==> src/rtl/rsq_pkg.sv <==
package rsq_pkg;
   typedef enum logic {
      QK_LEVEL = 1'b0,
      QK_EDGE  = 1'b1
   } qual_kind_e;
endpackage

==> src/rtl/rsq_sync.sv <==
module rsq_sync #(
   parameter int             W       = 1,
   parameter int             STAGES  = 2,
   parameter logic [W-1:0]   RST_VAL = '0
) (
   input  logic         clk_i,
   input  logic         arst_i,
   input  logic [W-1:0] d_i,
   output logic [W-1:0] q_o
);
   logic [W-1:0] stg [STAGES];

   always_ff @(posedge clk_i or posedge arst_i) begin
      if (arst_i) begin
         for (int i = 0; i < STAGES; i++) stg[i] <= RST_VAL;
      end else begin
         stg[0] <= d_i;
         for (int i = 1; i < STAGES; i++) stg[i] <= stg[i-1];
      end
   end

   assign q_o = stg[STAGES-1];
endmodule

==> src/rtl/rsq_qual.sv <==
module rsq_qual
   import rsq_pkg::*;
#(
   parameter qual_kind_e KIND    = QK_LEVEL,
   parameter int         MIN_RUN = 2
) (
   input  logic clk_i,
   input  logic arst_i,
   input  logic s_i,
   output logic q_o
);
   localparam int          CW  = $clog2(MIN_RUN + 1);
   localparam logic [CW-1:0] TOP = CW'(MIN_RUN);

   logic [CW-1:0] hi_q;

   if (KIND == QK_LEVEL) begin : g_lvl
      always_ff @(posedge clk_i or posedge arst_i) begin
         if (arst_i)          hi_q <= '0;
         else if (s_i) begin
            if (hi_q != TOP)  hi_q <= hi_q + 1'b1;
         end else             hi_q <= '0;
      end
      assign q_o = (hi_q == TOP);
   end else begin : g_edge
      logic [CW-1:0] lo_q;
      logic          armed_q;
      logic          ev_q;
      always_ff @(posedge clk_i or posedge arst_i) begin
         if (arst_i) begin
            hi_q    <= '0;
            lo_q    <= '0;
            armed_q <= 1'b0;
            ev_q    <= 1'b0;
         end else begin
            ev_q <= s_i && armed_q && (hi_q == TOP - 1'b1);
            if (s_i) begin
               if (hi_q != TOP) hi_q <= hi_q + 1'b1;
               if (hi_q == '0)  armed_q <= (lo_q == TOP);
               lo_q <= '0;
            end else begin
               if (lo_q != TOP) lo_q <= lo_q + 1'b1;
               hi_q <= '0;
            end
         end
      end
      assign q_o = ev_q;
   end
endmodule

==> src/rtl/rsq_strap.sv <==
module rsq_strap #(
   parameter int             BF_W      = 3,
   parameter int             MIN_WARM  = 15,
   parameter int             FL_DLY    = 3,
   parameter logic [BF_W-1:0] RATIO_RST = '0
) (
   input  logic            clk_i,
   input  logic            arst_i,
   input  logic            rst_s_i,
   input  logic [BF_W-1:0] bf_i,
   input  logic            flush_i,
   input  logic            brdyc_i,
   output logic [BF_W-1:0] ratio_o,
   output logic            flush_o,
   output logic            brdyc_o,
   output logic            short_o
);
   localparam int            CW  = $clog2(MIN_WARM + 1);
   localparam logic [CW-1:0] TOP = CW'(MIN_WARM);

   logic          rst_q;
   logic          cold_q;
   logic [CW-1:0] len_q;
   logic          fl_pipe [FL_DLY];
   logic          release_w;
   logic          accept_w;

   assign release_w = rst_q & ~rst_s_i;
   assign accept_w  = cold_q | (len_q == TOP);

   always_ff @(posedge clk_i or posedge arst_i) begin
      if (arst_i) begin
         rst_q  <= 1'b1;
         cold_q <= 1'b1;
         len_q  <= '0;
         for (int i = 0; i < FL_DLY; i++) fl_pipe[i] <= 1'b0;
      end else begin
         rst_q <= rst_s_i;
         fl_pipe[0] <= flush_i;
         for (int i = 1; i < FL_DLY; i++) fl_pipe[i] <= fl_pipe[i-1];
         if (rst_s_i) begin
            if (len_q != TOP) len_q <= len_q + 1'b1;
         end else begin
            len_q <= '0;
         end
         if (release_w) cold_q <= 1'b0;
      end
   end

   always_ff @(posedge clk_i or posedge arst_i) begin
      if (arst_i) begin
         ratio_o <= RATIO_RST;
         flush_o <= 1'b0;
         brdyc_o <= 1'b0;
         short_o <= 1'b0;
      end else if (release_w) begin
         short_o <= ~accept_w;
         if (accept_w) begin
            ratio_o <= bf_i;
            flush_o <= fl_pipe[FL_DLY-1];
            brdyc_o <= brdyc_i;
         end
      end
   end
endmodule

==> src/rtl/rst_strap_qual.sv <==
module rst_strap_qual
   import rsq_pkg::*;
#(
   parameter int              BF_W        = 3,
   parameter int              SYNC_STAGES = 2,
   parameter int              MIN_WARM    = 15,
   parameter int              MIN_PULSE   = 2,
   parameter int              N_LVL       = 4,
   parameter int              N_EDGE      = 4,
   parameter logic [BF_W-1:0] RATIO_RST   = '0
) (
   input  logic              clk_i,
   input  logic              por_i,
   input  logic              cpu_rst_i,
   input  logic [BF_W-1:0]   bf_i,
   input  logic              flush_i,
   input  logic              brdyc_i,
   input  logic [N_LVL-1:0]  lvl_i,
   input  logic [N_EDGE-1:0] edge_i,
   output logic [BF_W-1:0]   ratio_o,
   output logic              flush_strap_o,
   output logic              brdyc_strap_o,
   output logic              rst_short_o,
   output logic [N_LVL-1:0]  lvl_o,
   output logic [N_EDGE-1:0] edge_ev_o
);
   localparam int FL_DLY = SYNC_STAGES + 1;

   if (SYNC_STAGES < 2) begin : g_bad_sync
      $error("SYNC_STAGES must be at least 2");
   end
   if (MIN_PULSE < 2) begin : g_bad_pulse
      $error("MIN_PULSE must be at least 2");
   end
   if (MIN_WARM < 1 || BF_W < 1 || N_LVL < 1 || N_EDGE < 1) begin : g_bad_size
      $error("widths and counts must be positive");
   end

   logic              rst_s;
   logic [N_LVL-1:0]  lvl_s;
   logic [N_EDGE-1:0] edge_s;

   rsq_sync #(.W(1), .STAGES(SYNC_STAGES), .RST_VAL(1'b1)) u_sync_rst (
      .clk_i(clk_i), .arst_i(por_i), .d_i(cpu_rst_i), .q_o(rst_s));

   rsq_sync #(.W(N_LVL), .STAGES(SYNC_STAGES), .RST_VAL('0)) u_sync_lvl (
      .clk_i(clk_i), .arst_i(por_i), .d_i(lvl_i), .q_o(lvl_s));

   rsq_sync #(.W(N_EDGE), .STAGES(SYNC_STAGES), .RST_VAL('1)) u_sync_edge (
      .clk_i(clk_i), .arst_i(por_i), .d_i(edge_i), .q_o(edge_s));

   for (genvar i = 0; i < N_LVL; i++) begin : g_lvl_q
      rsq_qual #(.KIND(QK_LEVEL), .MIN_RUN(MIN_PULSE)) u_q (
         .clk_i(clk_i), .arst_i(por_i), .s_i(lvl_s[i]), .q_o(lvl_o[i]));
   end

   for (genvar i = 0; i < N_EDGE; i++) begin : g_edge_q
      rsq_qual #(.KIND(QK_EDGE), .MIN_RUN(MIN_PULSE)) u_q (
         .clk_i(clk_i), .arst_i(por_i), .s_i(edge_s[i]), .q_o(edge_ev_o[i]));
   end

   rsq_strap #(.BF_W(BF_W), .MIN_WARM(MIN_WARM), .FL_DLY(FL_DLY),
               .RATIO_RST(RATIO_RST)) u_strap (
      .clk_i   (clk_i),
      .arst_i  (por_i),
      .rst_s_i (rst_s),
      .bf_i    (bf_i),
      .flush_i (flush_i),
      .brdyc_i (brdyc_i),
      .ratio_o (ratio_o),
      .flush_o (flush_strap_o),
      .brdyc_o (brdyc_strap_o),
      .short_o (rst_short_o));
endmodule

==> config.mk <==
export PLATFORM = sky130hd
export DESIGN_NAME = rst_strap_qual
export DESIGN_NICKNAME = d
export VERILOG_FILES = /design/src/rtl/rsq_pkg.sv /design/src/rtl/rsq_sync.sv /design/src/rtl/rsq_qual.sv /design/src/rtl/rsq_strap.sv /design/src/rtl/rst_strap_qual.sv
export SDC_FILE = /design/constraint.sdc
export NUM_CORES = 1
export LEC_CHECK = 0
export ABC_AREA = 0
export BUFFER_PORTS_ARGS = -buffer_cell sky130_fd_sc_hd__buf_2
export CELL_PAD_IN_SITES_DETAIL_PLACEMENT = 1
export CELL_PAD_IN_SITES_GLOBAL_PLACEMENT = 2
export CORE_MARGIN = 3
export CORE_UTILIZATION = 40
export DETAILED_ROUTE_END_ITERATION = 7
export GPL_TIMING_DRIVEN = 0
export PLACE_DENSITY = 0.76
export RECOVER_POWER = 100
export SYNTH_ARGS = -nofsm -noshare
export SYNTH_HDL_FRONTEND = slang
export SYNTH_HIERARCHICAL = 1
export SYNTH_SLANG_ARGS = --single-unit
==> constraint.sdc <==
create_clock -name clk_i -period 1.7 [get_ports clk_i]
set_input_delay 0.255 -clock clk_i [delete_from_list [all_inputs] [get_ports clk_i]]
set_output_delay 0.255 -clock clk_i [all_outputs]
set_load 0.02 [all_outputs]
==> summary.md, run 1 <==
| Metric | Value |
|---|---|
| Status | complete, no violations |
| Antenna violations before repair | 0 |
| First-pass GRT wire length | 7610 µm |
| Die X-Extent | 89.0 µm |
| IO Pins | 30 |
| Layout cells sized above 1 | 0.268 |
| Required @ worst endpoint | 1440 ps |
| Worst-path clk slew | 70 ps |
| RSZ-0062 raised after global routing | false |
| Tot Pwr | 4820 µW |
| Global Route Usage Sum | 0.130 |
| Synth cell types | 28 |
| N_diodes | 0 |
| Root buffer cell | clkbuf_8 |
| TritonCTS Buffers | 9 |
| CTS tree | done |
| CP max-delay cell | dfrtp_1 |
| Finished Layout Cells | 342 |
| DRT Wirelength | 4230 µm |
| Final setup viols | 0 |
| DP Cell Count | 318 |
| Die height | 89.0 µm |
| # port buffers | 29 |
| Total grt overflow | 0 |
| Fin. Hold Viols | 0 |
| Hold Slack | 29.4 ps |
| Largest net degree at the start of global routing | 16 |
| Clock buffer depth | 2 |
| Sw Share | 0.279 |
| Site Rows | 29 |
| Vias in the first global route | 1683 |
| Crit path max fanout | 4 |
| Top cell type's share of synthesized area | 0.482 |
| Number of H-tree levels | 3 |
| Area leader, netlist | dfrtp_1 |
| Clk network pwr share | 0.328 |
| Post-synthesis cell count | 212 |
| Drt pass-1 iters | 4 |
| Slew margin rel. | 0.538 |
| Synthesized cell area | 0.00275 mm² |
| # clock sinks | 65 |
| Crit path max-delay family | flip-flops |
| CP max stage delay | 390 ps |
| Clock Skew | 5.14 ps |
| Initial Util | 0.424 |
| Period Utilization, post-route | 0.901 |
| Hold/Removal Path Class | in -> reg |
| Fmax | 0.653 GHz |
| Leakage | 0.00158 µW |
| RD Place Congestion | 0.704 |
| Synthesis-stage register bit count | 65 |
| Setup Buffers After CTS | 0 |
| DR vias | 1560 |
| Crit end category | output pin |
| Crit Path Class | reg -> out |
| Initial drt markers | 65 |
| HPWL after DPL | 2920 µm |
| P_int | 3470 µW |
| DR WL/cell | 12.4 µm |
| Critical path cell sequence | inv_1 -> ha_1 -> clkbuf_1 |
| Antenna viol nets, final | 0 |
| Portion of total power attributed to sequential cells | 0.429 |
| Crit path buffers/inverters | 2 |
| Fin. max-slew vios | 0 |
| PwrDens | 1470 mW/mm² |
| Clock Latency Late Sink | 340 ps |
| Slew @ Worst Pin | 693 ps |
| Comb pwr share | 0.242 |
| P_sw | 1340 µW |
| Max_cap viols | 0 |
| Area growth, synth to finish | 19.0% |
| Worst Path Arrival | 1280 ps |
| Mapped Nets | 249 |
| Core ar. | 0.00649 mm² |
| Final TNS setup | 0 ps |
| Syn. warnings | 6 |
| Crit path launch type | register |
| Top post-synthesis cells by area | dfrtp_1 (48%), dfstp_2 (11%), ha_1 (9.5%) |
| DR vias/cell | 4.56 |
| Layout net count | 297 |
| Post-synthesis sequential area ratio | 0.596 |
| Max VDD drop | 0.706 mV |
| Syn avg cell area | 13.0 µm² |
| DIE AREA | 0.00791 mm² |
| DRC | 0 |
| Min Tclk post-route | 1530 ps |
==> Yosys cell counts <==
cell,instances
dfrtp_1,53
inv_1,30
ha_1,21
dfstp_2,12
xnor2_1,9
buf_4,8
nand2_1,8
or2_1,8
mux2_2,6
nor2_1,6
and2_1,5
mux2i_1,5
a21boi_2,4
a21oi_1,4
and2_2,4
and3_2,4
mux2_4,4
nand2_2,4
nor2b_1,4
xor2_1,4
nand3_1,2
a211oi_1,1
a31oi_1,1
a31oi_4,1
nand2b_2,1
nor2_4,1
nor3_1,1
o21ai_0,1
==> metrics by stage <==
step / cell area (µm²) / util / worst slack [ps]
after floorplan: 2750 / - / 349
after global placement: 2990 / 0.461 / 240
after detailed placement: 2990 / 0.461 / 228
after CTS: 3320 / 0.511 / 209
after global routing: 3270 / 0.504 / 80.8
final: 3270 / 0.504 / 168
==> power by group through the flow <==
stage | clock network, µW | registers, µW | logic, µW
3_5_place_dp | 0 | 2100 | 1240
2_1_floorplan | 0 | 2060 | 1010
6_report | 1580 | 2070 | 1170
5_1_grt | 1730 | 2120 | 1390
4_1_cts | 1650 | 2080 | 1270
3_3_place_gp | 0 | 2090 | 1190
==> logic make-up after synthesis <==
logic type                 after synthesis  share of synthesized area
buffers and inverters                   38                     0.0627
and+or+nand+nor                         48                      0.101
DFF                                     65                      0.596
xor gates and xnor gates                13                     0.0414
adders and majority gates               21                     0.0955
muxes                                   15                     0.0645
AOI/OAI and AO/OA                       12                     0.0382
==> what timing repair did <==
| action | CTS | global route |
|---|---|---|
| hold buffers | 8 | 0 |
| resized for setup | 0 | 0 |
| endpoints found under the setup margin | 0 | 0 |
| hold endpoints to repair | 47 | 0 |
==> layout make-up <==
type / instances / area (µm²)
Buffer: 8 / 60.1
Clock buffer: 11 / 141
Clock inverter: 5 / 103
Fill cell: 691 / 3220
Inverter: 30 / 113
Multi-Input combinational cell: 109 / 913
Sequential cell: 65 / 1640
Tap cell: 77 / 96.3
Timing Repair Buffer: 37 / 206
==> registers in the layout, indices dropped and copies added (netlist names), 3 cells and up <==
| register | count |
|---|---|
| u_strap/fl_pipe | 3 |
| u_strap/ratio_o | 3 |
| u_sync_edge/q_o | 4 |
| g_lvl_q.u_q/hi_q | 8 |
| g_edge_q.u_q/g_edge.armed_q | 4 |
| u_sync_edge/stg | 4 |
| g_edge_q.u_q/g_edge.lo_q | 8 |
| g_edge_q.u_q/hi_q | 8 |
| u_sync_lvl/q_o | 4 |
| g_edge_q.u_q/q_o | 4 |
| u_strap/len_q | 4 |
| u_sync_lvl/stg | 4 |
==> cells in the final DEF (no fill, tap or decap), types with 2 or more instances in the layout <==
master | Yosys | routed
mux2i_1 | 5 | 5
or2_0 | 0 | 6
mux2_2 | 6 | 6
nand2_2 | 4 | 3
a21oi_1 | 4 | 4
ha_1 | 21 | 21
and2_2 | 4 | 4
nand2_1 | 8 | 9
xnor2_1 | 9 | 9
nor2_1 | 6 | 6
or2_1 | 8 | 2
clkbuf_8 | 0 | 10
xor2_1 | 4 | 4
and3_2 | 4 | 4
bufinv_16 | 0 | 3
buf_2 | 0 | 14
dfrtp_1 | 53 | 53
buf_4 | 8 | 8
dlygate4sd3_1 | 0 | 8
mux2_1 | 0 | 3
clkbuf_1 | 0 | 16
nor2b_1 | 4 | 4
inv_1 | 30 | 30
a21boi_2 | 4 | 3
nand3_1 | 2 | 2
and2_0 | 0 | 4
dfstp_2 | 12 | 11
==> metal layers <==
layer  global-route usage  part of all wire
met5                    0                 0
met4               0.0609             0.019
met3               0.0535             0.049
met2                0.199              0.47
met1                0.162              0.47
==> final timing paths <==
kind,start,depth (start not counted),end,slack (ps)
worst max-delay path,g_lvl_q[0].u_q/hi_q[0],3,lvl_o[0],170
worst min-delay path,lvl_i[2],1,u_sync_lvl/stg[6],30
worst max register to register,u_strap/len_q[0],4,u_strap/flush_o,170
worst min register to register,u_sync_lvl/stg[6],0,u_sync_lvl/q_o[2],350
max in group asynchronous,por_i,3,u_strap/rst_q,490
min in group asynchronous,por_i,3,g_lvl_q[2].u_q/hi_q[1],610
No activity file was read; power rests on OpenSTA's default activity.
==> run 2, diff against run 1 <==
- CORE_MARGIN: 3 -> not set
- GPL_TIMING_DRIVEN: 0 -> not set
==> summary.md, run 2 (synthesis results as in run 1) <==
| Metric | Value |
|---|---|
| TritonCTS Buffers | 9 (unchanged) |
| Crit. Startpoint | u_strap/len_q[0] |
| DP Worst Slack | 231 ps (+2.52 ps) |
| DRT Wirelength | 4170 µm (-1.5%) |
| Period Utilization, post-route | 0.896 (-0.00526) |
| Clock Skew | 7.50 ps (+2.36 ps) |
| Finished Layout Cells | 331 (-3.2%) |
| Leakage | 0.00152 µW (-4.3%) |
| Antenna violations before repair | 0 (unchanged) |
| Final worst slack | 177 ps (+8.94 ps) |
| Layout cells sized above 1 | 0.252 (-0.0160) |
| Reg-to-reg critical path startpoint | u_strap/len_q[0] |
| Worst Path Arrival | 1740 ps (+460 ps) |
| Initial Util | 0.424 (unchanged) |
| Status | finished, violations left |
| Clock Latency Late Sink | 330 ps (about the same) |
| Min Tclk post-route | 1520 ps (-8.94 ps) |
| Fin. max-slew vios | 0 (unchanged) |
| Die X-Extent | 85.0 µm (-4.5%) |
| First-pass GRT wire length | 7380 µm (-3.1%) |
| Crit end category | register |
| Hold/Removal Path Class | in -> reg |
| Slew margin rel. | 0.556 (+0.0188) |
| Die height | 85.0 µm (-4.5%) |
| Number of H-tree levels | 3 (unchanged) |
| IO Pins | 30 (unchanged) |
| Most common cell after layout, fill and taps aside | dfrtp_1 |
| Total grt overflow | 0 (unchanged) |
| DR vias | 1519 (-2.6%) |
| Beginning of the worst hold path | cpu_rst_i |
| Initial drt markers | 37 (-43%) |
| N_diodes | 0 (unchanged) |
| PwrDens | 1440 mW/mm² (-1.9%) |
| Max VDD drop | 0.681 mV (-3.6%) |
| CTS tree | done |
| Drt pass-1 iters | 8 (+4) |
| Crit path max fanout | 5 (+1) |
| Site Rows | 29 (unchanged) |
| DR WL/cell | 12.6 µm (+1.8%) |
| Max_cap viols | 0 (unchanged) |
| Clock buffer depth | 2 (unchanged) |
| # port buffers | 29 (unchanged) |
| Global Route Usage Sum | 0.136 (+0.00570) |
| Final TNS setup | 0 ps (unchanged) |
| RSZ-0062 raised after global routing | false |
| Slew @ Worst Pin | 665 ps (-28.2 ps) |
| RD Place Congestion | 0.679 (-3.5%) |
| DP Cell Count | 310 (-2.5%) |
| DIE AREA | 0.00722 mm² (-8.8%) |
| Failing checks | DRC |
| Fmax | 0.657 GHz (+0.59%) |
| HPWL after DPL | 2960 µm (+1.4%) |
| Crit path launch type | register |
| Core ar. | 0.00649 mm² (unchanged) |
| Required @ worst endpoint | 1920 ps (+480 ps) |
| Tot Pwr | 4520 µW (-6.2%) |
| Crit Path Class | reg -> reg |
| Layout net count | 286 (-3.7%) |
| Commonest cells after routing, fill and taps aside | dfrtp_1 (53), inv_1 (30), ha_1 (21) |
| Worst-path clk slew | 70 ps (about the same) |
| Antenna viol nets, final | 0 (unchanged) |
| Root buffer cell | clkbuf_8 |
| Final setup viols | 0 (unchanged) |
| Fin. Hold Viols | 0 (unchanged) |
| Largest net degree at the start of global routing | 16 (unchanged) |
| Largest registers | g_edge_q.u_q/g_edge.lo_q: 8 flops, g_edge_q.u_q/hi_q: 8 flops, g_lvl_q.u_q/hi_q: 8 flops |
| DRC | 3 (+3) |
| Area growth, synth to finish | 13.8% |
| Vias in the first global route | 1672 (-0.65%) |
| DR vias/cell | 4.59 (+0.61%) |
| # clock sinks | 65 (unchanged) |
## run 2: per-stage QoR
stage               utilization  hold slack (ps)  cell area [µm²]
floorplan                     -            -3.82             2750
global placement          0.452              264             2930
detailed placement        0.452              264             2930
CTS                       0.490             2.92             3180
global route              0.482            0.336             3130
finish                    0.482             18.0             3130
## run 2: final cells by class
| type | count | area (µm²) |
|---|---|---|
| timing repair buffer | 34 | 178 |
| clock buffer | 11 | 141 |
| clock inverter | 5 | 55.1 |
| multi-input combinational | 109 | 908 |
| sequential | 65 | 1640 |
| inverter | 30 | 113 |
| fill | 696 | 3360 |
| tap | 77 | 96.3 |
## run 2: routing by layer
layer / vias to the layer above / track usage / routed length, µm
li1: 729 / - / -
met1: 752 / 0.156 / 1860
met2: 29 / 0.221 / 2020
met3: 9 / 0.0418 / 188
met4: 0 / 0.0878 / 94
met5: - / 0 / 0
## run 2: timing repair
action,CTS,global route
resized for setup,0,0
setup buffers,0,0
hold endpoints to repair,44,0
hold buffers,5,0
endpoints found under the setup margin,0,0
## run 2: worst paths after layout
path | to | slack, ps | cells after the start
max | u_strap/ratio_o[2] | 180 | 4
min | u_sync_rst/stg[1] | 20 | 1
max reg2reg | u_strap/ratio_o[2] | 180 | 4
min reg2reg | u_sync_edge/q_o[2] | 350 | 0
max in group asynchronous | u_strap/cold_q | 490 | 3
min in group asynchronous | g_lvl_q[2].u_q/hi_q[1] | 600 | 3
## run 2: critical path, stage by stage, from the launching register on
cell,delay (ps)
dfrtp_1,410
ha_1,260
a31oi_1,340
nor2_4,110
mux2_2,290
## run 2: where the power goes
group / total (µW) / switching, µW / internal (µW)
registers: 2070 / 206 / 1870
clock network: 1280 / 566 / 712
logic: 1170 / 573 / 593
==> run 3, diff against run 2 <==
- CELL_PAD_IN_SITES_DETAIL_PLACEMENT: 1 -> not set
- CELL_PAD_IN_SITES_GLOBAL_PLACEMENT: 2 -> not set
- CORE_UTILIZATION: 40 -> 45
- PLACE_DENSITY: 0.76 -> 0.62
- SYNTH_HIERARCHICAL: 1 -> not set
==> summary.md, run 3 <==
| Metric | Value |
|---|---|
| Max_cap viols | 0 (unchanged) |
| First-pass GRT wire length | 6140 µm (-17%) |
| CTS tree | done |
| Largest net degree at the start of global routing | 29 (+13) |
| Root buffer cell | clkbuf_8 |
| Mapped Nets | 238 (-4.4%) |
| Commonest cells in the netlist | dfrtp_1 (53), ha_1 (21), inv_1 (19) |
| DRC | 0 (-3) |
| DRT Wirelength | 3430 µm (-18%) |
| Period Utilization, post-route | 0.897 (+0.00171) |
| Post-synthesis sequential area ratio | 0.622 (+0.0251) |
| Reg-to-reg endpoint | u_strap.ratio_o[2] |
| Final setup viols | 0 (unchanged) |
| Leakage | 0.00148 µW (-2.0%) |
| Fin. max-slew vios | 0 (unchanged) |
| Drt pass-1 iters | 4 (-4) |
| Min Tclk post-route | 1530 ps (+2.90 ps) |
| Initial drt markers | 71 (+92%) |
| Reg-to-reg critical path startpoint | u_strap.len_q[0] |
| Die X-Extent | 78.6 µm (-7.5%) |
| DR WL/cell | 10.8 µm (-14%) |
| Post-synth EDFFs | 0 (unchanged) |
| Hold Slack | 28.2 ps (+10.2 ps) |
| Clock buffer depth | 2 (unchanged) |
| # clock sinks | 65 (unchanged) |
| Syn. warnings | 0 (-6) |
| Cts repair resizes | 0 (unchanged) |
| RSZ-0062 raised after global routing | false |
| Final TNS setup | 0 ps (unchanged) |
| Clock Skew | 6.14 ps (-1.36 ps) |
| N_diodes | 0 (unchanged) |
| Crit end category | register |
| DR vias | 1428 (-6.0%) |
| CP max stage delay | 380 ps (-30 ps) |
| Setup Buffers After CTS | 0 (unchanged) |
| Global Route Usage Sum | 0.135 (-0.000857) |
| PwrDens | 1460 mW/mm² (+1.4%) |
| Top cell type's share of synthesized area | 0.502 (+0.0203) |
| Worst-path clk slew | 70 ps (about the same) |
| Antenna viol nets, final | 0 (unchanged) |
| Worst Reg-to-Reg Cells | 4 (unchanged) |
| Total grt overflow | 0 (unchanged) |
| Most common cell after layout, fill and taps aside | dfrtp_1 |
| Site Rows | 27 (-6.9%) |
| # port buffers | 29 (unchanged) |
| IO Pins | 30 (unchanged) |
| Initial Util | 0.474 (+0.0500) |
| Clock Latency Late Sink | 330 ps (about the same) |
| Die height | 78.6 µm (-7.5%) |
| Largest registers | g_edge_q.u_q.g_edge.lo_q: 8 flops, g_edge_q.u_q.hi_q: 8 flops, g_lvl_q.u_q.hi_q: 8 flops |
| Core ar. | 0.00557 mm² (-14%) |
| Antenna violations before repair | 0 (unchanged) |
| Worst Path Arrival | 1740 ps (about the same) |
| Slew @ Worst Pin | 953 ps (+287 ps) |
| Vias in the first global route | 1412 (-16%) |
| Critical path cell sequence | ha_1 -> a31oi_4 -> nor2_2 -> mux2_2 |
| CP max-delay cell | dfrtp_1 |
| Layout cells sized above 1 | 0.228 (-0.0243) |
| Commonest cells after routing, fill and taps aside | dfrtp_1 (53), ha_1 (21), inv_1 (18) |
| Top FF cell, synth | dfrtp_1 |
| Async SR Flop Fraction | 1.00 (unchanged) |
| Count leader, synth | dfrtp_1 |
| Crit path launch type | register |
| Area leader, netlist | dfrtp_1 |
| RD Place Congestion | 0.690 (+1.6%) |
| Worst Setup EP | u_strap.ratio_o[2] |
| Syn avg cell area | 13.1 µm² (+1.2%) |
| Flop-to-flop setup slack | 170 ps (about the same) |
| DIE AREA | 0.00618 mm² (-14%) |
| Crit path max fanout | 5 (unchanged) |
| Synth cell types | 23 (-18%) |
| Required @ worst endpoint | 1910 ps (about the same) |
| Post-synthesis cell count | 201 (-5.2%) |
| Status | complete, no violations |
| HPWL after DPL | 2320 µm (-21%) |
| Fmax | 0.656 GHz (-0.19%) |
| Hold/Removal Path Class | in -> reg |
| Synthesis-stage register bit count | 65 (unchanged) |
| Top post-synthesis cells by area | dfrtp_1 (50%), dfstp_2 (12%), ha_1 (9.9%) |
| Synthesized cell area | 0.00264 mm² (-4.0%) |
| Fin. Hold Viols | 0 (unchanged) |
| Number of H-tree levels | 3 (unchanged) |
| TritonCTS Buffers | 9 (unchanged) |
| Crit. Startpoint | u_strap.len_q[0] |
| Crit Path Class | reg -> reg |
| DR vias/cell | 4.49 (-2.1%) |
| Max VDD drop | 0.748 mV (+9.9%) |
| Layout net count | 278 (-2.8%) |
| Tot Pwr | 4560 µW (+0.94%) |
| Area growth, synth to finish | 18.1% |
| Slew margin rel. | 0.361 (-0.195) |
==> run 3: cell count changes after synthesis, sizes merged <==
cell and delta:
a21boi -4, and2 +4, inv -11, o21ai +4, nor2 +8, nand2 -4
or2 -8
==> run 3: worst min path at each step <==
stage          startpoint                  to  slack [ps]  depth (start not counted)
3_5_place_dp        por_i  u_strap.fl_pipe[2]         310                          2
3_3_place_gp        por_i  u_strap.fl_pipe[2]         310                          2
6_report          flush_i  u_strap.fl_pipe[2]          30                          1
4_1_cts           flush_i  u_strap.fl_pipe[2]           3                          1
2_1_floorplan   edge_i[0]  u_sync_edge.stg[4]         260                          0
5_1_grt           flush_i  u_strap.fl_pipe[2]           7                          1
==> run 3: cells by family after synthesis <==
| kind of cell | after synthesis | synth area share |
|---|---|---|
| and+or+nand+nor | 48 | 0.0943 |
| muxes | 15 | 0.0616 |
| AOI/OAI and AO/OA | 12 | 0.0303 |
| DFF | 65 | 0.622 |
| adders and majority gates | 21 | 0.0995 |
| xor gates and xnor gates | 13 | 0.0431 |
| buffers and inverters | 27 | 0.0497 |
==> run 3: metal layers <==
metal	part of all wire	wire length, µm	vias up	track usage
li1	-	-	718	-
met1	0.49	1670	670	0.157
met2	0.44	1510	29	0.206
met3	0.045	154	11	0.0430
met4	0.030	102	0	0.106
met5	0	0	-	0
==> run 3: worst max-delay path, delay by kind of cell, from the launching register on <==
kind,cells,cell delay (ps)
simple gates,1,250
fa+ha+maj,1,290
mux,1,360
compound gates,1,120
flops,1,380
==> run 3: per-stage QoR <==
step	instance area (µm²)	setup WS, ps	instances	util
after floorplan	2650	350	201	-
after global placement	2860	298	296	0.513
after detailed placement	2860	247	296	0.513
after CTS	3150	231	318	0.565
after global routing	3120	98.9	318	0.560
final	3120	175	318	0.560
==> run 3: final cells by class <==
type	count	area [µm²]
Tap cell	72	90.1
Fill cell	465	2450
Clock buffer	15	196
Clock inverter	1	30.0
Inverter	19	72.6
Sequential cell	65	1640
Multi-Input combinational cell	109	861
Timing Repair Buffer	37	228
==> run 3: where the power goes <==
part | total (µW) | leakage, µW | switching (µW) | internal, µW
Sequential | 2070 | 0.000805 | 197 | 1870
Combinational | 1070 | 0.000564 | 534 | 541
Clock | 1420 | 0.000116 | 542 | 879
Total | 4560 | 0.00148 | 1270 | 3290
==> run 3: what timing repair did <==
item,in CTS,in global routing
endpoints found under the setup margin,0,0
hold buffers,6,0
hold endpoints to repair,17,0
